==> src/rtl/pbc_pkg.sv <==
package pbc_pkg;
  localparam int ADDR_W = 32;

  localparam logic [2:0] REG_RELOC_LO = 3'd0;
  localparam logic [2:0] REG_BASE_LO  = 3'd2;
  localparam logic [2:0] REG_RESET    = 3'd4;
  localparam logic [2:0] REG_CSR      = 3'd5;

  localparam logic [7:0] CODE_OK     = 8'h00;
  localparam logic [7:0] CODE_BADCMD = 8'h15;
  localparam logic [7:0] CODE_NOACK  = 8'h0E;
  localparam logic [3:0] CMD_RSVD    = 4'hD;

  localparam logic [7:0] OFS_CMD  = 8'h00;
  localparam logic [7:0] OFS_STAT = 8'h02;
  localparam logic [7:0] OFS_LINK = 8'h12;

  typedef enum logic [2:0] {
    ST_IDLE, ST_FETCH, ST_EXEC, ST_STATUS, ST_HOLD, ST_RECHK, ST_LINK
  } pbcState_t;

  typedef struct packed {
    logic loadBase;
    logic loadCmd;
    logic loadLink;
    logic clrCnt;
    logic forceNoAck;
  } pbcStrobe_t;
endpackage

==> src/rtl/pbc_datapath.sv <==
module pbc_datapath
  import pbc_pkg::*;
#(
  parameter int ACK_TIMEOUT = 16,
  parameter int EXEC_CYCLES = 6
) (
  input  logic              clk,
  input  logic              rstN,
  input  logic              regWrEn,
  input  logic [2:0]        regAddr,
  input  logic [7:0]        regWrData,
  input  pbcStrobe_t        strobe,
  input  logic [15:0]       memRdData,
  input  logic [7:0]        byteOffset,
  input  logic              adrMode,
  output logic [15:0]       relocReg,
  output logic [15:0]       baseReg,
  output logic [ADDR_W-1:0] memAddr,
  output logic [15:0]       statusWord,
  output logic [7:0]        code,
  output logic              cmdIen,
  output logic              cmdIei,
  output logic              ackTimeout,
  output logic              execDone
);
  localparam int CNT_MAX = (ACK_TIMEOUT > EXEC_CYCLES) ? ACK_TIMEOUT : EXEC_CYCLES;
  localparam int CNT_W   = $clog2(CNT_MAX + 1);

  logic [15:0]       blkAddr;
  logic [CNT_W-1:0]  cnt;
  logic [ADDR_W-1:0] rawAddr;

  // host byte lanes: offset n+0 is the low byte, n+1 the high byte
  always_ff @(posedge clk or negedge rstN) begin
    if (!rstN) begin
      relocReg <= '0;
      baseReg  <= '0;
    end else if (regWrEn) begin
      for (int b = 0; b < 2; b++) begin
        if (regAddr == REG_RELOC_LO + 3'(b)) relocReg[8*b +: 8] <= regWrData;
        if (regAddr == REG_BASE_LO + 3'(b))  baseReg[8*b +: 8]  <= regWrData;
      end
    end
  end

  always_ff @(posedge clk or negedge rstN) begin
    if (!rstN) begin
      blkAddr <= '0;
      code    <= CODE_OK;
      cmdIen  <= 1'b0;
      cmdIei  <= 1'b0;
      cnt     <= '0;
    end else begin
      if (strobe.loadBase) blkAddr <= baseReg;
      else if (strobe.loadLink) blkAddr <= memRdData;
      if (strobe.forceNoAck) begin
        code   <= CODE_NOACK;
        cmdIen <= 1'b0;
        cmdIei <= 1'b0;
      end else if (strobe.loadCmd) begin
        code   <= (memRdData[3:0] == CMD_RSVD) ? CODE_BADCMD : CODE_OK;
        cmdIen <= memRdData[4];
        cmdIei <= memRdData[14];
      end
      if (strobe.clrCnt) cnt <= '0;
      else if (cnt != CNT_W'(CNT_MAX)) cnt <= cnt + 1'b1;
    end
  end

  assign rawAddr    = {relocReg, blkAddr} + ADDR_W'(byteOffset);
  assign memAddr    = adrMode ? {8'h00, rawAddr[23:0]} : rawAddr;
  assign statusWord = {code, (code != CODE_OK), 6'b0, 1'b1};
  assign ackTimeout = (cnt == CNT_W'(ACK_TIMEOUT - 1));
  assign execDone   = (cnt == CNT_W'(EXEC_CYCLES - 1));
endmodule

==> src/rtl/pbc_control.sv <==
module pbc_control
  import pbc_pkg::*;
(
  input  logic       clk,
  input  logic       rstN,
  input  logic       csrWr,
  input  logic       rstWr,
  input  logic       wrGo,
  input  logic       wrIrqClr,
  input  logic       wrAdr,
  input  logic       wrAttn,
  input  logic       memAck,
  input  logic       linkFlag,
  input  logic       cmdIen,
  input  logic       cmdIei,
  input  logic [7:0] code,
  input  logic       ackTimeout,
  input  logic       execDone,
  output pbcStrobe_t strobe,
  output logic       memReq,
  output logic       memWe,
  output logic [7:0] byteOffset,
  output logic       busy,
  output logic       errFlag,
  output logic       dblErr,
  output logic       irqPend,
  output logic       attnReq,
  output logic       attnAck,
  output logic       adrMode
);
  pbcState_t state, nxt;
  logic finish, blkDone, stepErr, stepDbl, codeBad;

  assign codeBad = (code != CODE_OK);

  always_comb begin
    nxt     = state;
    strobe  = '0;
    finish  = 1'b0;
    blkDone = 1'b0;
    stepErr = 1'b0;
    stepDbl = 1'b0;
    case (state)
      ST_IDLE:
        if (csrWr && wrGo) begin
          strobe.loadBase = 1'b1;
          strobe.clrCnt   = 1'b1;
          nxt             = ST_FETCH;
        end
      ST_FETCH:
        if (memAck) begin
          strobe.loadCmd = 1'b1;
          strobe.clrCnt  = 1'b1;
          nxt            = ST_EXEC;
        end else if (ackTimeout) begin
          strobe.forceNoAck = 1'b1;
          strobe.clrCnt     = 1'b1;
          nxt               = ST_STATUS;
        end
      ST_EXEC:
        if (execDone) begin
          strobe.clrCnt = 1'b1;
          nxt           = ST_STATUS;
        end
      ST_STATUS:
        if (memAck || ackTimeout) begin
          blkDone       = 1'b1;
          strobe.clrCnt = 1'b1;
          if (!memAck || codeBad) begin
            stepErr = 1'b1;
            stepDbl = !memAck && codeBad;
            finish  = 1'b1;
          end else if (attnReq) nxt = ST_HOLD;
          else nxt = ST_RECHK;
        end
      ST_HOLD:
        if (!attnReq) begin
          strobe.clrCnt = 1'b1;
          nxt           = ST_RECHK;
        end
      ST_RECHK:
        if (memAck) begin
          strobe.clrCnt = 1'b1;
          if (linkFlag) nxt = ST_LINK;
          else finish = 1'b1;
        end else if (ackTimeout) begin
          stepErr = 1'b1;
          finish  = 1'b1;
        end
      ST_LINK:
        if (memAck) begin
          strobe.loadLink = 1'b1;
          strobe.clrCnt   = 1'b1;
          nxt             = ST_FETCH;
        end else if (ackTimeout) begin
          stepErr = 1'b1;
          finish  = 1'b1;
        end
      default: nxt = ST_IDLE;
    endcase
    if (finish) nxt = ST_IDLE;
  end

  always_ff @(posedge clk or negedge rstN) begin
    if (!rstN) begin
      state   <= ST_IDLE;
      errFlag <= 1'b0;
      dblErr  <= 1'b0;
      irqPend <= 1'b0;
      attnReq <= 1'b0;
      adrMode <= 1'b0;
    end else if (rstWr) begin
      state   <= ST_IDLE;
      errFlag <= 1'b0;
      dblErr  <= 1'b0;
      irqPend <= 1'b0;
      attnReq <= 1'b0;
    end else begin
      state <= nxt;
      if (csrWr) begin
        adrMode <= wrAdr;
        attnReq <= wrAttn;
        if (wrIrqClr) irqPend <= 1'b0;
      end
      if (state == ST_IDLE && csrWr && wrGo) begin
        errFlag <= 1'b0;
        dblErr  <= 1'b0;
      end
      if (stepErr) errFlag <= 1'b1;
      if (stepDbl) dblErr <= 1'b1;
      if ((blkDone && cmdIei) || (finish && cmdIen)) irqPend <= 1'b1;
    end
  end

  assign busy       = (state != ST_IDLE);
  assign attnAck    = (state == ST_HOLD);
  assign memReq     = state inside {ST_FETCH, ST_STATUS, ST_RECHK, ST_LINK};
  assign memWe      = (state == ST_STATUS);
  assign byteOffset = (state == ST_LINK) ? OFS_LINK :
                      (state == ST_STATUS) ? OFS_STAT : OFS_CMD;
endmodule

==> src/rtl/pbc_host_ctl.sv <==
module pbc_host_ctl
  import pbc_pkg::*;
#(
  parameter int ACK_TIMEOUT = 16,
  parameter int EXEC_CYCLES = 6
) (
  input  logic        clk,
  input  logic        rstN,
  input  logic        regWrEn,
  input  logic [2:0]  regAddr,
  input  logic [7:0]  regWrData,
  output logic [7:0]  regRdData,
  input  logic        driveReady,
  output logic        memReq,
  output logic        memWe,
  output logic [31:0] memAddr,
  output logic [15:0] memWrData,
  input  logic        memAck,
  input  logic [15:0] memRdData,
  output logic        irqOut
);
  pbcStrobe_t strobe;
  logic [15:0] relocReg, baseReg;
  logic [7:0]  code, byteOffset, csrVal;
  logic csrWr, rstWr, cmdIen, cmdIei, ackTimeout, execDone;
  logic busy, errFlag, dblErr, irqPend, attnReq, attnAck, adrMode;

  assign csrWr = regWrEn && (regAddr == REG_CSR);
  assign rstWr = regWrEn && (regAddr == REG_RESET);

  pbc_datapath #(.ACK_TIMEOUT(ACK_TIMEOUT), .EXEC_CYCLES(EXEC_CYCLES)) u_dp (
    .clk(clk), .rstN(rstN), .regWrEn(regWrEn), .regAddr(regAddr),
    .regWrData(regWrData), .strobe(strobe), .memRdData(memRdData),
    .byteOffset(byteOffset), .adrMode(adrMode), .relocReg(relocReg),
    .baseReg(baseReg), .memAddr(memAddr), .statusWord(memWrData),
    .code(code), .cmdIen(cmdIen), .cmdIei(cmdIei),
    .ackTimeout(ackTimeout), .execDone(execDone)
  );

  pbc_control u_ctl (
    .clk(clk), .rstN(rstN), .csrWr(csrWr), .rstWr(rstWr),
    .wrGo(regWrData[7]), .wrIrqClr(regWrData[4]), .wrAdr(regWrData[3]),
    .wrAttn(regWrData[2]), .memAck(memAck), .linkFlag(memRdData[5]),
    .cmdIen(cmdIen), .cmdIei(cmdIei), .code(code),
    .ackTimeout(ackTimeout), .execDone(execDone), .strobe(strobe),
    .memReq(memReq), .memWe(memWe), .byteOffset(byteOffset), .busy(busy),
    .errFlag(errFlag), .dblErr(dblErr), .irqPend(irqPend),
    .attnReq(attnReq), .attnAck(attnAck), .adrMode(adrMode)
  );

  assign csrVal = {busy, errFlag, dblErr, irqPend, adrMode, attnReq, attnAck, driveReady};
  assign irqOut = irqPend;

  always_comb begin
    case (regAddr)
      3'd0:    regRdData = relocReg[7:0];
      3'd1:    regRdData = relocReg[15:8];
      3'd2:    regRdData = baseReg[7:0];
      3'd3:    regRdData = baseReg[15:8];
      REG_CSR: regRdData = csrVal;
      default: regRdData = 8'h00;
    endcase
  end
endmodule

==> config.mk <==
export PLATFORM = sky130hd
export DESIGN_NAME = pbc_host_ctl
export DESIGN_NICKNAME = d
export VERILOG_FILES = /design/src/rtl/pbc_pkg.sv /design/src/rtl/pbc_datapath.sv /design/src/rtl/pbc_control.sv /design/src/rtl/pbc_host_ctl.sv
export SDC_FILE = /design/constraint.sdc
export NUM_CORES = 1
export LEC_CHECK = 0
export CORE_ASPECT_RATIO = 0.8
export CORE_MARGIN = 3
export CORE_UTILIZATION = 47
export CTS_CLUSTER_SIZE = 24
export DETAILED_ROUTE_END_ITERATION = 8
export GPL_TIMING_DRIVEN = 0
export MAX_ROUTING_LAYER = met4
export PLACE_DENSITY = 0.78
export SYNTH_ARGS = -nofsm -noshare
export SYNTH_HDL_FRONTEND = slang
export SYNTH_SLANG_ARGS = --single-unit
==> constraint.sdc <==
create_clock -name clk -period 2.8 [get_ports clk]
set_clock_uncertainty 0.2 [all_clocks]
set_input_delay 0.7 -clock clk [delete_from_list [all_inputs] [get_ports clk]]
set_output_delay 0.7 -clock clk [all_outputs]
set_load 0.005 [all_outputs]
; ---- Word-level counts from Yosys, hierarchy flattened
; Index checks and enable logic that the tools add are counted.
[word_totals]
word_cells = 141
reg_bits = 71
inputBits = 32
memories = 0
ram_bits = 0
latch_bits = 0
output_inout_bits = 59
romBits = 0
[op_classes]
n_addsub = 2
n_lt_le_gt_ge = 0
reduce_logical = 33
mux = 66
n_mul = 0
shift = 0
bitwise_logic = 1
div_mod_pow = 0
n_eq_ne = 24
[op_table]
columns = op, count
row1 = case mux 8 bit (5 select lines), 1
row2 = 2-to-1 mux 1 bit, 37
row3 = 2-to-1 mux 3 bit, 12
row4 = adder 32 x 8 -> 32 bit, 1
row5 = 2-to-1 mux 16 bit, 2
row6 = 2-to-1 mux 32 bit, 1
row7 = 2-to-1 mux 8 bit, 3
row8 = case mux 3 bit (7 select lines), 1
row9 = != test 4 x 3 -> 1 bit (second input constant), 5
row10 = equality test 3 bit (second input constant), 5
row11 = 2-to-1 mux 5 bit, 3
row12 = nonzero test 3 bit, 5
row13 = equality test 3 x 2 -> 1 bit (second input constant), 4
row14 = AND reduction 2 bit, 6
row15 = AND reduction 9 bit, 1
row16 = logical AND 1 bit, 8
row17 = nonzero test 2 bit, 4
row18 = nonzero test 8 bit, 1
row19 = case mux 1 bit (7 select lines), 1
row20 = equality test 3 x 1 -> 1 bit (second input constant), 2
row21 = zero test 3 bit, 2
row22 = 2-to-1 mux 2 bit, 3
row23 = adder 5 x 1 -> 5 bit (second input constant), 1
row24 = equality test 5 x 3 -> 1 bit (second input constant), 1
row25 = other kinds (14), 16

; ---- Longest topological paths before layout
[logic_depth]
depth_word = 9
ltp_mapped = 11
ltp_nobuf = 9

; ---- Cells and area by module
; From an unflattened synthesis, not the netlist that was laid out.
[unflattened]
cells_unflattened = 466
area_unflattened_um2 = 4573.1
[modules_own_cells]
columns = module, cells_each, area_per_inst_um2, instances, seq_area_each_um2
row1 = pbc_datapath, 324, 3444.6, 1, 1451.4
row2 = pbc_control, 96, 752.0, 1, 200.2
row3 = pbc_host_ctl, 46, 376.6, 1, 0.0

; ---- Worst setup path after synthesis
; No wires, ideal clock.
[synth_timing]
kind = register to output
from = register u_ctl.state[1]
to = output port memAddr[23]
arrival_ps = 2126
required_time_ps = 1900
path_stages_with_launch = 12
setup_slack_ps = -226
path_buffers = 2
path_cell_list = dfrtp_1 > buf_4 > buf_4 > nand2_2 > o21ai_0 > ha_1 > ha_1 > a31oi_1 > nor2_1 > nand2_1 > nor2_1 > xnor2_1
[synth_between]
elab_chain_len = 5
elab_cells_between_ends = 6
cone_classes = add/sub (1) / eq/ne (2) / mux (3)
[synth_lines]
columns = item, line_no
row1 = from (decl), pbc_control.sv:31  ; pbcState_t state, nxt;
row2 = from (signal assigned), pbc_control.sv:119  ; state <= nxt;
row3 = equality test 3 x 2 -> 1 bit, pbc_control.sv:140  ; (state == ST_STATUS) ? OFS_STAT : OFS_CMD;
row4 = 2-to-1 mux 2 bit, pbc_control.sv:140
row5 = 2-to-1 mux 8 bit (*), pbc_control.sv:139  ; assign byteOffset = (state == ST_LINK) ? OFS_LINK :
row6 = adder 32 x 8 -> 32 bit (*), pbc_datapath.sv:70  ; assign rawAddr = {relocReg, blkAddr} + ADDR_W'(byteOffset);
row7 = 2-to-1 mux 32 bit (*), pbc_datapath.sv:71  ; assign memAddr = adrMode ? {8'h00, rawAddr[23:0]} : rawAddr;
row8 = to (decl), pbc_host_ctl.sv:16  ; output logic [31:0] memAddr,
; Mark *: on every way between the ends. The rest lies on a longest branch, timed or not.

; ---- Worst setup path in the final report
[layout_timing]
from = register u_ctl.state[2]
to = output port memAddr[31]
; Same word-level chain as after synthesis.

==> flow_summary.json <==
{
  "failed_checks": "negative setup slack",
  "cap_violations": 0,
  "first_pass_iters": 6,
  "min_cycle_time_layout_ns": 3.506,
  "cts_inserted_buffers": 9,
  "largest_cells_by_area_after_synthesis": "sky130_fd_sc_hd__dfrtp_1 (39%), sky130_fd_sc_hd__mux2_2 (8.6%), sky130_fd_sc_hd__nand2_1 (5.5%)",
  "clk_root_buffer_cell": "sky130_fd_sc_hd__clkbuf_8",
  "postPlaceCellArea_sq_mm": 0.005192,
  "multi_input_comb_area_sq_mm": 0.002574,
  "route.antenna.remaining_nets": 0,
  "power_density_relative_to_cell_area_mw_per_mm2": 691.6,
  "first_pass_grt_wire_length_um": 20530,
  "grt_antenna_before_repair": 0,
  "synthCells": 434,
  "detail_route.wirelength_um": 12760,
  "wire_per_inst_um": 18.33,
  "ys_ff_latch": 66,
  "rows": 30,
  "power.ir.vdd_worst_v": 0.0004468,
  "grtUsageTotal": 0.2611,
  "cp_data_arrival_time_ns": 2.61,
  "max-slew-margin-rel": 0.4410,
  "synth_cell_types": 66,
  "first_global_vias": 3892,
  "dpl.cell_count": 633,
  "hold_viol_final": 0,
  "n_fill_cell": 652,
  "core_area_sq_mm": 0.008596,
  "total_leakage_power_nw": 2.707,
  "clkLatencyLatePin_ns": 0.35,
  "tritoncts_num_sinks": 66,
  "area_delta_synth_final_pct": 43.07,
  "layout_worst_path_cycle_share": 1.252,
  "synthMuxAreaShare": 0.1291,
  "finish.instance_area_sq_mm": 0.006018,
  "grt_setup_unrepaired": "yes",
  "synth_fa_ha_area_frac": 0.02082,
  "antennaDiodeCount": 0,
  "portBuffers": 79,
  "synth.yosys.seq_area_share": 0.3926,
  "critPathMaxFanout": 5,
  "yosys.area.top_type": "sky130_fd_sc_hd__dfrtp_1",
  "clk_pin_slew_worst_paths_ns": 0.08,
  "tritoncts_clock_tree": "built",
  "crit_type": "register to output port",
  "initial_core_util": 0.4894,
  "nets": 618,
  "ioPinCount": 91,
  "required_worst_endpoint_ns": 1.90,
  "route.detailed.vias_per_inst": 5.575,
  "grt_start_max_net_pins": 67,
  "timing.final.max_slew_violations": 0,
  "synthDominantCellAreaShare": 0.3926,
  "synth-compound-area-share": 0.1044,
  "chipHeight_um": 90.62,
  "gr-total-overflow": 0,
  "synth_area_sq_mm": 0.004207,
  "postSynthAreaPerCell_sq_um": 9.692,
  "clock_tree.buffer_depth": 2,
  "synth_async_sr_flop_share": 1.000,
  "detailed_place_hpwl_um": 8626,
  "synth_top_family_by_area": "simple AND/OR/NAND/NOR gates",
  "synth_common_cells": "sky130_fd_sc_hd__dfrtp_1 (66), sky130_fd_sc_hd__nand2_1 (62), sky130_fd_sc_hd__mux2_2 (32)",
  "final.setup.tns_ns": -15.14,
  "holdBufCountCts": 0,
  "outcome": "complete, but fails checks",
  "fraction_of_final_layout_cells_with_drive_strength_greater_than_1": 0.3767,
  "initialDrtViolationCount": 261,
  "yosysWarnings": 0,
  "synth_enable_flop_cells": 0,
  "synthFlopType": "sky130_fd_sc_hd__dfrtp_1",
  "vias": 3880,
  "power_total_w": 0.004162,
  "die_area_sq_mm": 0.01013,
  "place_congestion": 0.8953,
  "basic_gate_share_of_the_synthesized_area_counting_and_or_nand_and_nor_cells": 0.2097,
  "worst_hold_path_type": "input port to asynchronous set/reset pin",
  "dieWidth_um": 111.8,
  "achievable_clock_frequency_mhz": 285.2,
  "max_slew.worst_pin.slew_ns": 0.8385,
  "finalWorstSetupSlack_ns": -0.7060,
  "synth_most_common_cell": "sky130_fd_sc_hd__dfrtp_1",
  "final_cells": 696,
  "synth_xor_area_frac": 0.07079,
  "setup_viol": 28,
  "storage_element_area_sq_mm": 0.001652,
  "ctsHtreeMaxLevel": 3,
  "worstSetupEndpointType": "output port",
  "drc": 0,
  "start_kind": "register",
  "pre_cts_slack_ns": -1.128
}
## per-stage QoR
| step | hold slack, ns | util |
|---|---|---|
| finish | 0.2341 | 0.7001 |
| global route | 0.3102 | 0.7001 |
| CTS | 0.2761 | 0.6852 |
| detailed placement | 0.2697 | 0.6041 |
| global placement | 0.2693 | 0.6044 |
| floorplan | 0.2044 | - |
## registers in the layout, indices dropped and copies added, names as in the netlist
name and flops:
u_ctl.adrMode 1, u_ctl.attnReq 1, u_ctl.dblErr 1, u_ctl.errFlag 1, u_ctl.irqPend 1, u_ctl.state 3
u_dp.baseReg 16, u_dp.blkAddr 16, u_dp.cmdIei 1, u_dp.cmdIen 1, u_dp.cnt 5, u_dp.code 3
u_dp.relocReg 16
## path summary, 6_finish.rpt
path                            startpoint                to  slack, ns  depth (start not counted)
setup / recovery            u_ctl.state[2]       memAddr[31]      -0.71                         12
hold / removal                        rstN    u_ctl.state[0]       0.23                          1
setup reg to reg               u_dp.cnt[0]    u_ctl.state[0]       0.45                          8
hold reg to reg            u_dp.blkAddr[0]   u_dp.blkAddr[0]       0.28                          2
max in group asynchronous             rstN  u_dp.baseReg[11]       1.59                          1
min in group clk           u_dp.blkAddr[0]   u_dp.blkAddr[0]       0.28                          2
## power breakdown
part / switching (W) / leakage, nW / internal (W)
clock network: 0.000404 / 0.0962 / 0.000417
logic: 0.000787 / 1.79 / 0.000925
registers: 0.000388 / 0.823 / 0.00124
## cell usage in the layout, fill, tap and decap left out, types with 3 or more instances in the layout
cell type / instances
sky130_fd_sc_hd__dfrtp_1: 66
sky130_fd_sc_hd__nand2_1: 59
sky130_fd_sc_hd__buf_4: 42
sky130_fd_sc_hd__clkdlybuf4s50_1: 37
sky130_fd_sc_hd__mux2_2: 32
sky130_fd_sc_hd__buf_2: 32
sky130_fd_sc_hd__buf_6: 31
sky130_fd_sc_hd__nor2_1: 24
sky130_fd_sc_hd__a22oi_1: 17
sky130_fd_sc_hd__xor2_1: 15
sky130_fd_sc_hd__mux2i_1: 15
sky130_fd_sc_hd__xnor2_1: 14
sky130_fd_sc_hd__o21ai_0: 13
sky130_fd_sc_hd__inv_1: 12
sky130_fd_sc_hd__nand4_1: 12
sky130_fd_sc_hd__conb_1: 10
sky130_fd_sc_hd__clkbuf_8: 9
sky130_fd_sc_hd__nand3_1: 7
sky130_fd_sc_hd__nand2b_1: 6
sky130_fd_sc_hd__nor2_4: 5
sky130_fd_sc_hd__xnor2_2: 5
sky130_fd_sc_hd__o21ai_2: 5
sky130_fd_sc_hd__dlygate4sd2_1: 5
sky130_fd_sc_hd__nand3_2: 4
sky130_fd_sc_hd__buf_12: 4
sky130_fd_sc_hd__o21ai_1: 4
sky130_fd_sc_hd__nor3_2: 4
sky130_fd_sc_hd__nor3_1: 4
sky130_fd_sc_hd__ha_1: 4
sky130_fd_sc_hd__clkdlybuf4s15_2: 4
sky130_fd_sc_hd__nor2b_1: 3
sky130_fd_sc_hd__nand4b_1: 3
sky130_fd_sc_hd__a21oi_1: 3
sky130_fd_sc_hd__a22o_1: 3
sky130_fd_sc_hd__ha_4: 3
## cell families (layout without fill, tap and decap cells)
kind of cell,after synthesis,count (layout)
multiplexers,49,49
AO/OA/AOI/OAI,65,65
flip-flops,66,66
adder cells (fa/ha/maj),7,7
buffers and inverters,48,190
AND/OR/NAND/NOR,163,163
other,2,10
XOR/XNOR,34,34
## cell type report
class,instances,area share
Clock buffer,9,0.02058
Multi-Input combinational cell,328,0.4277
Buffer,35,0.04969
Inverter,12,0.007484
Tap cell,112,0.02328
Timing Repair Buffer,127,0.1842
Sequential cell,66,0.2744
Clock inverter,7,0.01268
## routing by layer
metal / track usage / share of wire / wire [um]
met5: - / 0 / 0
met2: 0.3937 / 0.48 / 6096
met4: 0.07700 / 0.017 / 223
met1: 0.3475 / 0.44 / 5676
met3: 0.06966 / 0.060 / 764
## repair_timing
| item | in CTS | in global routing |
|---|---|---|
| gates cloned | 0 | 0 |
| resized for setup | 200 | 37 |
| setup buffers | 43 | 11 |
| pin swaps | 25 | 20 |
| endpoints found under the setup margin | 40 | 37 |
## worst max-delay path, cell delays in order, from the launching register on
cell,delay (ns)
sky130_fd_sc_hd__dfrtp_1,0.38
sky130_fd_sc_hd__buf_6,0.13
sky130_fd_sc_hd__and3b_2,0.25
sky130_fd_sc_hd__ha_4,0.29
sky130_fd_sc_hd__buf_4,0.13
sky130_fd_sc_hd__a31oi_4,0.12
sky130_fd_sc_hd__nor2_4,0.23
sky130_fd_sc_hd__buf_6,0.14
sky130_fd_sc_hd__buf_6,0.08
sky130_fd_sc_hd__nand4_1,0.09
sky130_fd_sc_hd__xor2_1,0.16
sky130_fd_sc_hd__nor2_1,0.12
sky130_fd_sc_hd__buf_2,0.13
Power figures use the tool's default switching activity.
